## src/rtl/prg_override_pkg.sv

```systemverilog
package prg_override_pkg;
  parameter int unsigned CPU_AW  = 16;
  parameter int unsigned CPU_DW  = 8;
  parameter int unsigned BANK_W  = 4;
  parameter int unsigned PAGE_W  = 14;
  localparam int unsigned PRG_AW = BANK_W + PAGE_W;
  localparam int unsigned EN_BIT = 7;
  localparam logic [2:0] WIN_SEL  = 3'b011;
  localparam logic [2:0] CTRL_SEL = 3'b101;
endpackage

```

## src/rtl/prg_ctrl_snoop.sv

```systemverilog
module prg_ctrl_snoop
  import prg_override_pkg::*;
(
  input  logic              clk_i,
  input  logic              rst_ni,
  input  logic              wr_stb_i,
  input  logic [CPU_AW-1:0] cpu_addr_i,
  input  logic [CPU_DW-1:0] cpu_data_i,
  output logic              win_en_o
);
  logic [CPU_DW-1:0] ctrl_q;
  logic              hit;

  assign hit = wr_stb_i && (cpu_addr_i[CPU_AW-1 -: 3] == CTRL_SEL) && cpu_addr_i[0];

  always_ff @(posedge clk_i or negedge rst_ni) begin
    if (!rst_ni)  ctrl_q <= '0;
    else if (hit) ctrl_q <= cpu_data_i;
  end

  assign win_en_o = ctrl_q[EN_BIT];
endmodule

```

## src/rtl/prg_bank_reg.sv

```systemverilog
module prg_bank_reg
  import prg_override_pkg::*;
(
  input  logic              clk_i,
  input  logic              rst_ni,
  input  logic              wr_stb_i,
  input  logic              win_en_i,
  input  logic [CPU_AW-1:0] cpu_addr_i,
  input  logic [CPU_DW-1:0] cpu_data_i,
  output logic [BANK_W-1:0] bank_o
);
  logic [BANK_W-1:0] bank_q;
  logic              load;

  assign load = wr_stb_i && win_en_i && (cpu_addr_i[CPU_AW-1 -: 3] == WIN_SEL);

  always_ff @(posedge clk_i or negedge rst_ni) begin
    if (!rst_ni)   bank_q <= '0;
    else if (load) bank_q <= cpu_data_i[BANK_W-1:0];
  end

  assign bank_o = bank_q;
endmodule

```

## src/rtl/prg_bank_map.sv

```systemverilog
module prg_bank_map
  import prg_override_pkg::*;
(
  input  logic [BANK_W-1:0] bank_i,
  input  logic [CPU_AW-1:0] cpu_addr_i,
  output logic [PRG_AW-1:0] prg_addr_o,
  output logic              rom_cs_o
);
  logic              wide;   // top bank bit doubles as 32 KB mode flag
  logic [BANK_W-1:0] rom_bank;

  assign wide = bank_i[BANK_W-1];

  always_comb begin
    rom_bank = bank_i;
    if (wide) rom_bank[0] = cpu_addr_i[PAGE_W];
  end

  assign rom_cs_o   = cpu_addr_i[CPU_AW-1];
  assign prg_addr_o = rom_cs_o ? {rom_bank, cpu_addr_i[PAGE_W-1:0]} : '0;
endmodule

```

## src/rtl/prg_override.sv

```systemverilog
module prg_override
  import prg_override_pkg::*;
(
  input  logic              clk_i,
  input  logic              rst_ni,
  input  logic              wr_stb_i,
  input  logic [CPU_AW-1:0] cpu_addr_i,
  input  logic [CPU_DW-1:0] cpu_data_i,
  output logic [PRG_AW-1:0] prg_addr_o,
  output logic              rom_cs_o
);
  logic              win_en;
  logic [BANK_W-1:0] bank;

  prg_ctrl_snoop u_snoop (
    .clk_i, .rst_ni, .wr_stb_i, .cpu_addr_i, .cpu_data_i,
    .win_en_o (win_en)
  );

  prg_bank_reg u_bank (
    .clk_i, .rst_ni, .wr_stb_i, .cpu_addr_i, .cpu_data_i,
    .win_en_i (win_en),
    .bank_o   (bank)
  );

  prg_bank_map u_map (
    .bank_i     (bank),
    .cpu_addr_i,
    .prg_addr_o,
    .rom_cs_o
  );
endmodule

```

## config.mk

```make
export PLATFORM = sky130hd
export DESIGN_NAME = prg_override
export DESIGN_NICKNAME = d
export VERILOG_FILES = /design/src/rtl/prg_override_pkg.sv /design/src/rtl/prg_ctrl_snoop.sv /design/src/rtl/prg_bank_reg.sv /design/src/rtl/prg_bank_map.sv /design/src/rtl/prg_override.sv
export SDC_FILE = /design/constraint.sdc
export NUM_CORES = 1
export LEC_CHECK = 0
export BUFFER_PORTS_ARGS = -buffer_cell sky130_fd_sc_hd__buf_2
export CAP_MARGIN = 5
export CORE_AREA = 8 8 45 47
export DETAILED_ROUTE_END_ITERATION = 10
export DIE_AREA = 0 0 53 55
export PLACE_DENSITY_LB_ADDON = 0.08
export SYNTH_ARGS = -nofsm -noshare
export SYNTH_HDL_FRONTEND = slang
export SYNTH_SLANG_ARGS = --single-unit
```

## constraint.sdc

```tcl
create_clock -name clk_i -period 3.1 [get_ports clk_i]
set_input_delay 0.62 -clock clk_i [delete_from_list [all_inputs] [get_ports clk_i]]
set_output_delay 0.62 -clock clk_i [all_outputs]
set_load 0.005 [all_outputs]
```

==> results of run 1 <==
-- registers in the layout (all words and copies together), names as in the netlist --
name	flops
u_bank.bank_o	4
u_snoop.ctrl_q	1
-- layer usage --
| layer | wire length, um | vias up |
|---|---|---|
| met3 | 271 | 0 |
| met1 | 350 | 181 |
| li1 | - | 202 |
| met4 | 0 | 0 |
| met2 | 506 | 27 |
| met5 | 0 | - |
-- synthesized netlist by cell type (all sizes together) --
| library cell | n | area, um2 |
|---|---|---|
| buf | 3 | 17.5 |
| dfrtp | 5 | 125 |
| nor2b | 1 | 6.26 |
| nand4 | 2 | 12.5 |
| nor2 | 2 | 10.0 |
| mux2i | 1 | 10.0 |
| mux2 | 5 | 56.3 |
| and2 | 17 | 106 |
-- per-stage QoR --
| stage | power (mW) | hold WS [ns] |
|---|---|---|
| after CTS | 0.252 | 0.168 |
| after detailed placement | 0.173 | 0.438 |
| final | 0.244 | 0.179 |
| after floorplan | 0.133 | 0.324 |
| after global routing | 0.267 | 0.166 |
| after global placement | 0.171 | 0.442 |
-- path summary, 6_finish.rpt --
kind	slack (ns)	depth (start not counted)	endpoint	from
setup / recovery	1.35	3	prg_addr_o[14]	cpu_addr_i[15]
hold / removal	0.18	1	u_bank.bank_o[2]$_DFFE_PN0P_	rst_ni
setup reg to reg	1.97	3	u_bank.bank_o[0]$_DFFE_PN0P_	u_snoop.ctrl_q[7]$_DFFE_PN0P_
hold reg to reg	0.49	1	u_snoop.ctrl_q[7]$_DFFE_PN0P_	u_snoop.ctrl_q[7]$_DFFE_PN0P_
max in group asynchronous	2.79	1	u_bank.bank_o[0]$_DFFE_PN0P_	rst_ni
min in group clk_i	0.49	1	u_snoop.ctrl_q[7]$_DFFE_PN0P_	u_snoop.ctrl_q[7]$_DFFE_PN0P_
-- cells by family after synthesis --
kind of cell	share of synthesized area, %
AND/OR/NAND/NOR	39.3
flip-flops	36.4
buffers and inverters	5.09
multiplexers	19.3
-- report_power, final --
group | total [mW] | internal, mW | leakage, nW | switching (mW)
logic | 0.0756 | 0.0477 | 0.260 | 0.0279
clock network | 0.0741 | 0.0467 | 0.0177 | 0.0275
registers | 0.0939 | 0.0843 | 0.0635 | 0.00961
-- worst max-delay path, cell delays in order --
cell and delay (ns):
sky130_fd_sc_hd__buf_2 0.23, sky130_fd_sc_hd__nor2b_1 0.16, sky130_fd_sc_hd__buf_2 0.12
-- layout make-up --
type | instances | area [um2]
fillers | 143 | 800
repair buffers | 42 | 210
multi-input cells | 28 | 201
flip-flops and latches | 5 | 125
clock buffers | 3 | 22.5
well taps | 16 | 20.0
clock inverters | 1 | 5.00
==> results summary, run 1 <==
Global routing used under 10% of the available met3 tracks. The post-route clock period utilization is 56.4%. The mapped netlist covers roughly 340 um2. The starting density of the core is 24.9%. The number of CTS-inserted buffers came out at 3. The worst clock skew came out at 0.00608 ns.

For this run, the top clock speed supported by timing is 572 MHz. Global routing finished with a remaining overflow of 0. The iteration count of the initial detailed-routing pass is 3. The count of standard-cell rows is 14.

The floorplan die height came out at 55 um. The number of clock sinks is 5. In this run the clock root is driven by a sky130_fd_sc_hd__clkbuf_4. The maximum root-to-sink buffer count came out at 2. The number of inserted diodes is 0. The static power due to leakage came out at 0.341 nW.

Synthesis inferred 5 register bits. The worst setup path is launched from an input port. The number of vias per cell after detailed routing is around 4.3.

The sequential element share of the synthesized area came out at a little over a third. In this run the tightest slew margin relative to its limit is 83.7%. With fillers left out, the area of the finished cells amounts to 584 um2. The detailed-placement wirelength estimate is between 900 and 1000 um. The routed layout has 410 vias.

Max-cap violations in this run came to 0. The measured slew at the worst slew-check pin came out at 0.244 ns. The weighted congestion reported at the end of routability-driven placement is a little over 0.7.

After global routing, the most crowded layer is met2. The fraction of met2 tracks used by global routing is about an eighth. The mean post-synth cell area came out at 9.56 um2. The TritonCTS clock tree is yes.

Clock latency on the worst-skew pair, taken at its later pin, is 0.24 ns. The maximum number of pins on one net before global-route repair came out at 22. The number of setup violations in the final report is 0. The die width is 53 um. The post-detailed-route DRC marker count came out at 0.

For this run, the number of Yosys warnings is 0. The fraction of final layout cells with drive strength greater than 1 is 64.6%. The number of buffers inserted by post-CTS setup repair is 0. The register clock-pin slew on the reported worst setup and hold paths is approximately 0.050 ns. The number of ports placed on the die boundary came out at 46.

Counting tap cells, the placed design contains a total of 91 instances. Leaving out fill and tap cells, the most frequent cell in the layout is sky130_fd_sc_hd__buf_2. In the layout the commonest cells are sky130_fd_sc_hd__buf_2, sky130_fd_sc_hd__and2_1, sky130_fd_sc_hd__dfrtp_1, sky130_fd_sc_hd__mux2_2, sky130_fd_sc_hd__clkbuf_4. The type of the most critical hold path is in2async. The count of buffers inserted at the top-level ports is 42.

The cell area after placement is 557 um2. Once layout is complete, the utilization of the core stands at about 42%. The count of cells resized by post-cts repair came out at 0.

The first global-routing pass estimated 1680 um of wire. The area added between synthesis and finish came out at 69.8%. The number of global-route vias before repair is 386.

The initial antenna violation count was 0. The top fanout value on the critical path came out at 21. The number of nets with antenna violations after routing is 0. The critical path is of the in2out type. The starting DRC count in detailed routing came out at 3. The power density over the cells is around 420 nW/um2.

The total wirelength of the detailed-routed design is 1130 um. The slack of the critical path is ~1.4 ns. Setup repair after global routing left no endpoint under its margin.

The average detailed-routed wire length per instance is 11.9 um. The maximum resistive drop on vdd is 255 uV. The floorplan step defined a die boundary enclosing about 2900 um2. The synthesized netlist cell count came out at 36.

STA classifies the critical path endpoint as an output pin. The global-route usage over all layers came out at 7.57%. Global routing consumed, on the met1 layer, 7.21% of the routing resources.

For the finished layout, the period the worst path requires is 1.75 ns. At the placement stage, the worst setup path has a slack of 1.33 ns. The final non-filler cell total is between 90 and 100. The flow ran to the end, and the final reports show no timing, DRC or antenna violations. The number of nets at the end of the flow is 107. The depth of the CTS H-tree came out at 1. The count of hold-fix buffers inserted at cts is 0. The hold violation count in the final report came out at 0. The total negative slack came out at 0 ns. In this run, distinct cell masters in the synthesized netlist total 11. The data required time of the critical path came out at 2.48 ns.

The final number of max-transition violations came out at 0. The area of the core is 1380 um2. The synthesized net count came out at between 60 and 70. The arrival time of the worst setup path came out at 1.13 ns.
Power figures use the tool's default switching activity.
==> run 2, diff against run 1 <==
- clock period: 3.1 -> 1.7 ns (I/O delays scaled with it)
==> run 2 against run 1 <==
  * Count of clock-buffer cells in the layout up 1
  * Combinational power grew 85%
  * Non-clock buffer count increased by 1
  * Core utilization increased by 0.63 points
  * Sequential power up 84%
  * Die area unchanged
  * Register-to-register slack worse by 1.4 ns
  * Final cell count increased by 1.1%
  * Sequential cell count stayed put
  * Hold slack gained 0.16 ns
  * First-iteration DRC count grew 33%
  * Sequential share of layout area fell by 0.32 points
  * Critical endpoint unchanged
==> results summary, run 2 (synthesized netlist as in run 1, its figures left out) <==
The run finished with clean final reports. The top fanout value on the critical path came out at 3 (-86%). The hold violation count in the final report came to 0 (unchanged). The number of inserted diodes is 0 (unchanged). Setup repair after global routing left no endpoint under its margin. The insertion delay to the later sink of the worst-skew pair is 0.24 ns (about the same). The global-route wire length before repair is 1710 um (+1.7%). The count of buffers inserted at the top-level ports is 42 (unchanged). The data required time of the critical path came out at 1.36 ns (-1.12 ns). The arrival time of the worst setup path is 0.98 ns (-0.15 ns). The register clock-pin slew on the reported worst setup and hold paths came out at 0.04 ns (about the same). The number of global-route vias before repair is 372 (-3.6%). The global-route usage over all layers came out at 7.90% (+0.34 points).

The number of CTS-inserted buffers came out at 3 (unchanged). The number of nets at the end of the flow came to 108 (+0.93%). The final number of max-transition violations is 0 (unchanged).

The number of clock sinks is 5 (unchanged). The fraction of final layout cells with drive strength greater than 1 is 62.5% (-2.1 points). The power density over the cells came out at 752 nW/um2 (+80%). TritonCTS built the clock tree.

The worst setup path is of the reg2out kind. The post-placement cell count came out at 91 (unchanged). The number of vias per cell after detailed routing came out at 4.15 (-3.9%).

The via count of the routed design came out at 398 (-2.9%). The count of hold-fix buffers inserted at cts came out at 1 (+1). The initial antenna violation count came to 0 (unchanged). The tightest min-delay check is of the in2reg type. The average detailed-routed wire length per instance came out at 12.6 um (+5.7%). STA classifies the critical path startpoint as a flop. The iteration count of the initial detailed-routing pass came to 4 (+1).

The total wirelength of the detailed-routed design came out at 1210 um (+6.8%). The library cells used most frequently in the layout, excluding fill and tap cells, are sky130_fd_sc_hd__buf_2, sky130_fd_sc_hd__and2_1, sky130_fd_sc_hd__dfrtp_1, sky130_fd_sc_hd__mux2_2, sky130_fd_sc_hd__clkbuf_4. The number of filler cells placed in the layout came out at 139 (-2.8%).

The number of nets with antenna violations after routing is 0 (unchanged). Following the worst setup path forward leads to its endpoint at prg_addr_o[14]. The starting density of the core came to 24.9% (unchanged). The final non-filler cell total came out at 96 (+1.1%). The weighted congestion reported at the end of routability-driven placement is 0.711 (about the same). The beginning of the critical path is u_bank.bank_o[3]$_DFFE_PN0P_. The count of standard-cell rows is 14 (unchanged).

The depth of the CTS H-tree is 1 (unchanged). The post-route clock period utilization is slightly below 80%. The area added between synthesis and finish is 72.4%.

The maximum number of pins on one net before global-route repair came out at 22 (unchanged). The count of cells resized by post-cts repair came to 0 (unchanged). The number of buffers inserted by post-CTS setup repair came out at 0 (unchanged).

The maximum root-to-sink buffer count came out at 2 (unchanged). The detailed-placement wirelength estimate is 1040 um (+3.6%). The worst clock skew was 0.000350 ns (-0.00573 ns). The worst slew margin relative to its limit is 83.3% (-0.41 points). The flip-flop count of the largest register after layout is 4 (unchanged). The number of max-cap violations was 0 (unchanged). The measured slew at the worst slew-check pin came to 0.250 ns (+0.00622 ns). The register-to-register setup slack is 0.57 ns (-1.40 ns).

The capturing element type of the critical path is an output pin. The number of ports placed on the die boundary came out at 46 (unchanged). The global route total overflow was 0 (unchanged). The smallest clock period supported by the final layout is computed as ~1.3 ns. The floorplan die height is 55 um (unchanged). The number of setup violations in the final report came to 0 (unchanged). The area of the core came to 1380 um2 (unchanged). The tree is rooted in a sky130_fd_sc_hd__clkbuf_4.

The worst hold margin came to 0.335 ns (+0.156 ns). The maximum resistive drop on vdd came to 459 uV (+80%). The post-detailed-route DRC marker count is 0 (unchanged). The most frequent standard cell in the layout excluding fill and tap cells is sky130_fd_sc_hd__buf_2. The die width is 53 um (unchanged). The achievable clock frequency is 756 MHz. The starting DRC count in detailed routing is 4 (+1).

The critical register-to-register path endpoint is u_bank.bank_o[3]$_DFFE_PN0P_. The static power due to leakage is 0.343 nW (+0.42%). The total negative slack came to 0 ns (unchanged). In this run the critical register-to-register path is launched from u_snoop.ctrl_q[7]$_DFFE_PN0P_. The die outline area is 2920 um2 (unchanged). The count of cells along the worst register-to-register path came to 3 (unchanged).
-- run 2: cell types whose count changed in the layout (fill, tap and decap cells not counted) --
| cell | before | now |
|---|---|---|
| sky130_fd_sc_hd__clkbuf_1 | 0 | 1 |
| sky130_fd_sc_hd__clkinv_2 | 1 | 0 |
| sky130_fd_sc_hd__dlygate4sd3_1 | 0 | 1 |
-- run 2: through the flow --
| step | total power [mW] | utilization (%) | cell area (um2) | worst slack (ns) |
|---|---|---|---|---|
| global placement | 0.312 | 40.2 | 557 | 0.423 |
| detailed placement | 0.316 | 40.2 | 557 | 0.413 |
| floorplan | 0.243 | - | 344 | 0.603 |
| CTS | 0.460 | 42.9 | 593 | 0.357 |
| global route | 0.486 | 42.9 | 593 | 0.298 |
| finish | 0.446 | 42.9 | 593 | 0.378 |
-- run 2: critical path, cell delays in order, from the launching register on --
cell	delay (ns)
sky130_fd_sc_hd__dfrtp_1	0.37
sky130_fd_sc_hd__mux2i_1	0.19
sky130_fd_sc_hd__nor2b_1	0.06
sky130_fd_sc_hd__buf_2	0.12
-- run 2: per-layer routing --
metal	part of all wire (%)	vias to the layer above	track usage [%]
li1	-	202	-
met1	33	169	7.69
met2	45	27	13.3
met3	22	0	4.55
met4	0	0	3.88
met5	0	-	0
-- run 2: final cells by class --
type / count / area [um2] / area share (%)
Timing Repair Buffer: 43 / 220 / 37.1
Multi-Input combinational cell: 28 / 201 / 34.0
Sequential cell: 5 / 125 / 21.1
Clock buffer: 4 / 26.3 / 4.43
Tap cell: 16 / 20.0 / 3.38
-- run 2: report_power, final --
group	switching [mW]	total [mW]	internal [mW]
Combinational	0.0518	0.140	0.0885
Sequential	0.0186	0.173	0.154
Clock	0.0446	0.133	0.0885
-- run 2: worst min-delay path by stage --
stage / from / to / slack (ns) / depth (start not counted)
after floorplan: rst_ni / u_bank.bank_o[0]$_DFFE_PN0P_ / 0.04 / 0
after global placement: rst_ni / u_bank.bank_o[0]$_DFFE_PN0P_ / 0.16 / 1
after detailed placement: rst_ni / u_bank.bank_o[0]$_DFFE_PN0P_ / 0.16 / 1
after CTS: cpu_data_i[1] / u_bank.bank_o[1]$_DFFE_PN0P_ / 0.32 / 2
after global routing: cpu_data_i[1] / u_bank.bank_o[1]$_DFFE_PN0P_ / 0.32 / 2
final: cpu_data_i[1] / u_bank.bank_o[1]$_DFFE_PN0P_ / 0.34 / 2
==> run 3, diff against run 2 <==
- ABC_AREA: default -> 1
- CORE_AREA: 8 8 45 47 -> default
- CORE_MARGIN: default -> 8
- CORE_UTILIZATION: default -> 29
- DIE_AREA: 0 0 53 55 -> default
- clock period: 1.7 -> 1.2 ns (I/O delays scaled with it)
==> run 3 against run 2 <==
  * Core utilization increased by 8.0 points
  * Combinational power grew 51%
  * Wire length rose by 5.6%
  * Setup slack worse by 0.33 ns
  * Critical endpoint unchanged
  * Largest cell class unchanged
  * Highest routed layer unchanged
==> results summary, run 3 <==
The hold-critical path depth came out at 3 (+1). The count of distinct cell types in the synthesized netlist came out at 15 (+4). The initial antenna violation count is 0 (unchanged).

The sequential element share of the synthesized area came out at 30.1% (-6.2 points). The post-placement cell count came out at 125 (+37%). The total negative slack is 0 ns (unchanged). The final non-filler cell total came to 130 (+35%).

The commonest cells after synthesis are sky130_fd_sc_hd__nand2_1, sky130_fd_sc_hd__inv_1, sky130_fd_sc_hd__dfrtp_1, sky130_fd_sc_hd__nand3_1, sky130_fd_sc_hd__o21ai_1. The number of buffers inserted by post-CTS setup repair is 0 (unchanged). The type of element launching the critical path is a flop.

The worst clock skew came out at 0.000302 ns (-0.0000477 ns). The arrival time of the worst setup path came out at 0.91 ns (-0.07 ns). By area the synthesized netlist is led by sky130_fd_sc_hd__dfrtp_1, sky130_fd_sc_hd__nand2_1, sky130_fd_sc_hd__inv_1. The number of global-route vias before repair is 499 (+34%). The static power due to leakage is 0.526 nW (+53%).

The net switching power of the design was 196 uW (+71%). The die outline area is 2900 um2 (-0.54%). The cell internal power dissipation was 445 uW (+34%).

The number of nets with antenna violations after routing came out at 0 (unchanged). The starting DRC count in detailed routing is 7 (+3). Timing would allow up to 869 MHz. The total wirelength of the detailed-routed design is 1270 um (+5.6%). The number of clock sinks is 5 (unchanged). The area added between synthesis and finish came out at 61.1%. The maximum root-to-sink buffer count is 2 (unchanged). The flip-flop count of the largest register after layout is 4 (unchanged).

In the post-synthesis netlist, the cell with the most instances is sky130_fd_sc_hd__nand2_1. The insertion delay to the later sink of the worst-skew pair came out at 0.24 ns (about the same). Of all cell types, the one taking the most synthesized area is sky130_fd_sc_hd__dfrtp_1. The count of cells along the worst register-to-register path is 4 (+1). The async set or reset register ratio after synthesis came out at 100% (unchanged). The fraction of final layout cells with drive strength greater than 1 was 46.1% (-16 points).

The synthesized net count is 96 (+52%). The sequential share of power was 37.2% (-1.5 points). The number of CTS-inserted buffers came out at 3 (unchanged).

The critical path in this run is classified as reg2out. The power density over the cells was 958 nW/um2 (+27%). The data required time of the critical path is 0.96 ns (-0.40 ns).

The post-route clock period utilization is around 96%. The detailed-placement wirelength estimate came out at 1140 um (+10%). The global-route usage over all layers came out at 8.61% (+0.71 points). The die width was 53.8 um (+1.6%).

The average detailed-routed wire length per instance came out at 9.79 um (-22%). The maximum number of pins on one net before global-route repair is 15 (-32%). The area share of the largest cell type after synthesis was 30.1% (-6.2 points). The worst-case setup slack after placement came out at 0.200 ns (-0.213 ns). The worst slew margin relative to its limit is 91.6% (+8.3 points). The number of setup violations in the final report was 0 (unchanged). The tree is rooted in a sky130_fd_sc_hd__clkbuf_4. The number of ports placed on the die boundary came to 46 (unchanged).

The cell area after placement is 633 um2 (+14%). The number of max-cap violations is 0 (unchanged). The number of inserted diodes is 0 (unchanged). The final number of max-transition violations is 0 (unchanged). The run finished with clean final reports. The flop and latch count out of synthesis is 5 (unchanged). The global route total overflow came to 0 (unchanged). The switching part of the total is 30.6% (+4.8 points). The via count of the routed design is 525 (+32%). The floorplan die height came out at 53.8 um (-2.1%). The final critical-path required period came out at 1.15 ns. The count of standard-cell rows was 13 (-1). The commonest register cell after synthesis is sky130_fd_sc_hd__dfrtp_1. The clock share of power is 29.7% (about the same). The number of warnings reported in the yosys synthesis log is 0 (unchanged). The synthesized netlist cell count is 69 (+92%). The post-detailed-route DRC marker count came to 0 (unchanged). Leaving out fill and tap cells, the most frequent cell in the layout is sky130_fd_sc_hd__buf_2. The final design utilization is 50.8% (+8.0 points). Setup repair after global routing left no endpoint under its margin.

The type of the most critical hold path is in2reg. The register clock-pin slew on the reported worst setup and hold paths is 0.04 ns (about the same). The sum of internal, switching and leakage power came out at 641 uW (+44%). The starting density of the core came to 31.5% (+6.7 points). The weighted congestion reported at the end of routability-driven placement is 0.665 (-6.4%). STA classifies the critical path endpoint as an output pin.

The number of nets at the end of the flow is 143 (+32%). The hold violation count in the final report came out at 0 (unchanged). TritonCTS built the clock tree. The depth of the CTS H-tree came to 1 (unchanged). The measured slew at the worst slew-check pin came out at 0.126 ns (-0.125 ns). The combinational share of power came to 33.1% (+1.6 points). The iteration count of the initial detailed-routing pass came to 4 (unchanged).

The worst hold margin came out at 0.231 ns (-0.104 ns). The count of buffers inserted at the top-level ports was 42 (unchanged). The mean post-synth cell area is 6.02 um2 (-37%). The area of the core is 1320 um2 (-4.8%). The global-route wire length before repair came out at 1950 um (+14%). The top fanout value on the critical path came to 4 (+1). In the layout the commonest cells are sky130_fd_sc_hd__buf_2, sky130_fd_sc_hd__nand2_1, sky130_fd_sc_hd__inv_1.

The maximum resistive drop on vdd is 597 uV (+30%). The number of vias per cell after detailed routing came out at 4.04 (-2.6%). The post-route standard cell area excluding fillers came to 669 um2 (+13%).

The slack of the critical path came out at 0.0496 ns (-0.328 ns). The netlist area before placement is 415 um2 (+21%). The number of enable flip-flop cells after synthesis came out at 0 (unchanged).
[run 3: cell count changes after synthesis, sizes merged, moves of 2 or more]
cell / before / now
mux2: 5 / 0
nand2: 0 / 26
and2: 17 / 0
nand4: 2 / 0
inv: 0 / 21
nand3: 0 / 6
o21ai: 0 / 5
[run 3: final timing paths]
check                                         startpoint                           end  slack [ns]
hold reg to reg             u_bank.bank_o[1]$_DFFE_PN0P_  u_bank.bank_o[1]$_DFFE_PN0P_        0.48
min in group asynchronous                         rst_ni  u_bank.bank_o[2]$_DFFE_PN0P_        0.37
max in group asynchronous                         rst_ni  u_bank.bank_o[0]$_DFFE_PN0P_        0.70
setup reg to reg           u_snoop.ctrl_q[7]$_DFFE_PN0P_  u_bank.bank_o[2]$_DFFE_PN0P_        0.31
setup / recovery            u_bank.bank_o[3]$_DFFE_PN0P_                prg_addr_o[14]        0.05
hold / removal                             cpu_data_i[0]  u_bank.bank_o[0]$_DFFE_PN0P_        0.23
[run 3: area by class of cell]
| cell class | count | area [um2] |
|---|---|---|
| Fill cell | 155 | 648 |
| Sequential cell | 5 | 125 |
| Tap cell | 15 | 18.8 |
| Clock buffer | 4 | 26.3 |
| Multi-Input combinational cell | 39 | 179 |
| Inverter | 22 | 85.1 |
| Timing Repair Buffer | 45 | 235 |
[run 3: timing repair]
action                                 in CTS  in global routing
resized for setup                           0                  0
hold buffers                                1                  0
endpoints found under the hold margin       5                  0
[run 3: kinds of logic after synthesis]
group	count (synthesis)	synth area share (%)
buffers and inverters	25	26.8
AO/OA/AOI/OAI	6	7.23
AND/OR/NAND/NOR	33	35.8
flip-flops	5	30.1
[run 3: power groups by stage]
| stage | logic, mW | registers (mW) | clock network (mW) |
|---|---|---|---|
| 5_1_grt | 0.248 | 0.248 | 0.208 |
| 4_1_cts | 0.217 | 0.239 | 0.199 |
| 6_report | 0.212 | 0.238 | 0.191 |
| 2_1_floorplan | 0.112 | 0.236 | 0 |
| 3_5_place_dp | 0.214 | 0.242 | 0 |
| 3_3_place_gp | 0.212 | 0.241 | 0 |
[run 3: routing by layer]
layer / global-route usage (%) / share of wire [%] / wire, um
met1: 8.61 / 37 / 476
met5: 0 / 0 / 0
met2: 15.8 / 50 / 637
met3: 2.75 / 12 / 158
met4: 3.78 / 0 / 0
[run 3: critical path: stages, from the launching register on]
cell	delay, ns
sky130_fd_sc_hd__dfrtp_1	0.39
sky130_fd_sc_hd__o21ai_1	0.12
sky130_fd_sc_hd__a21oi_1	0.04
sky130_fd_sc_hd__buf_2	0.12
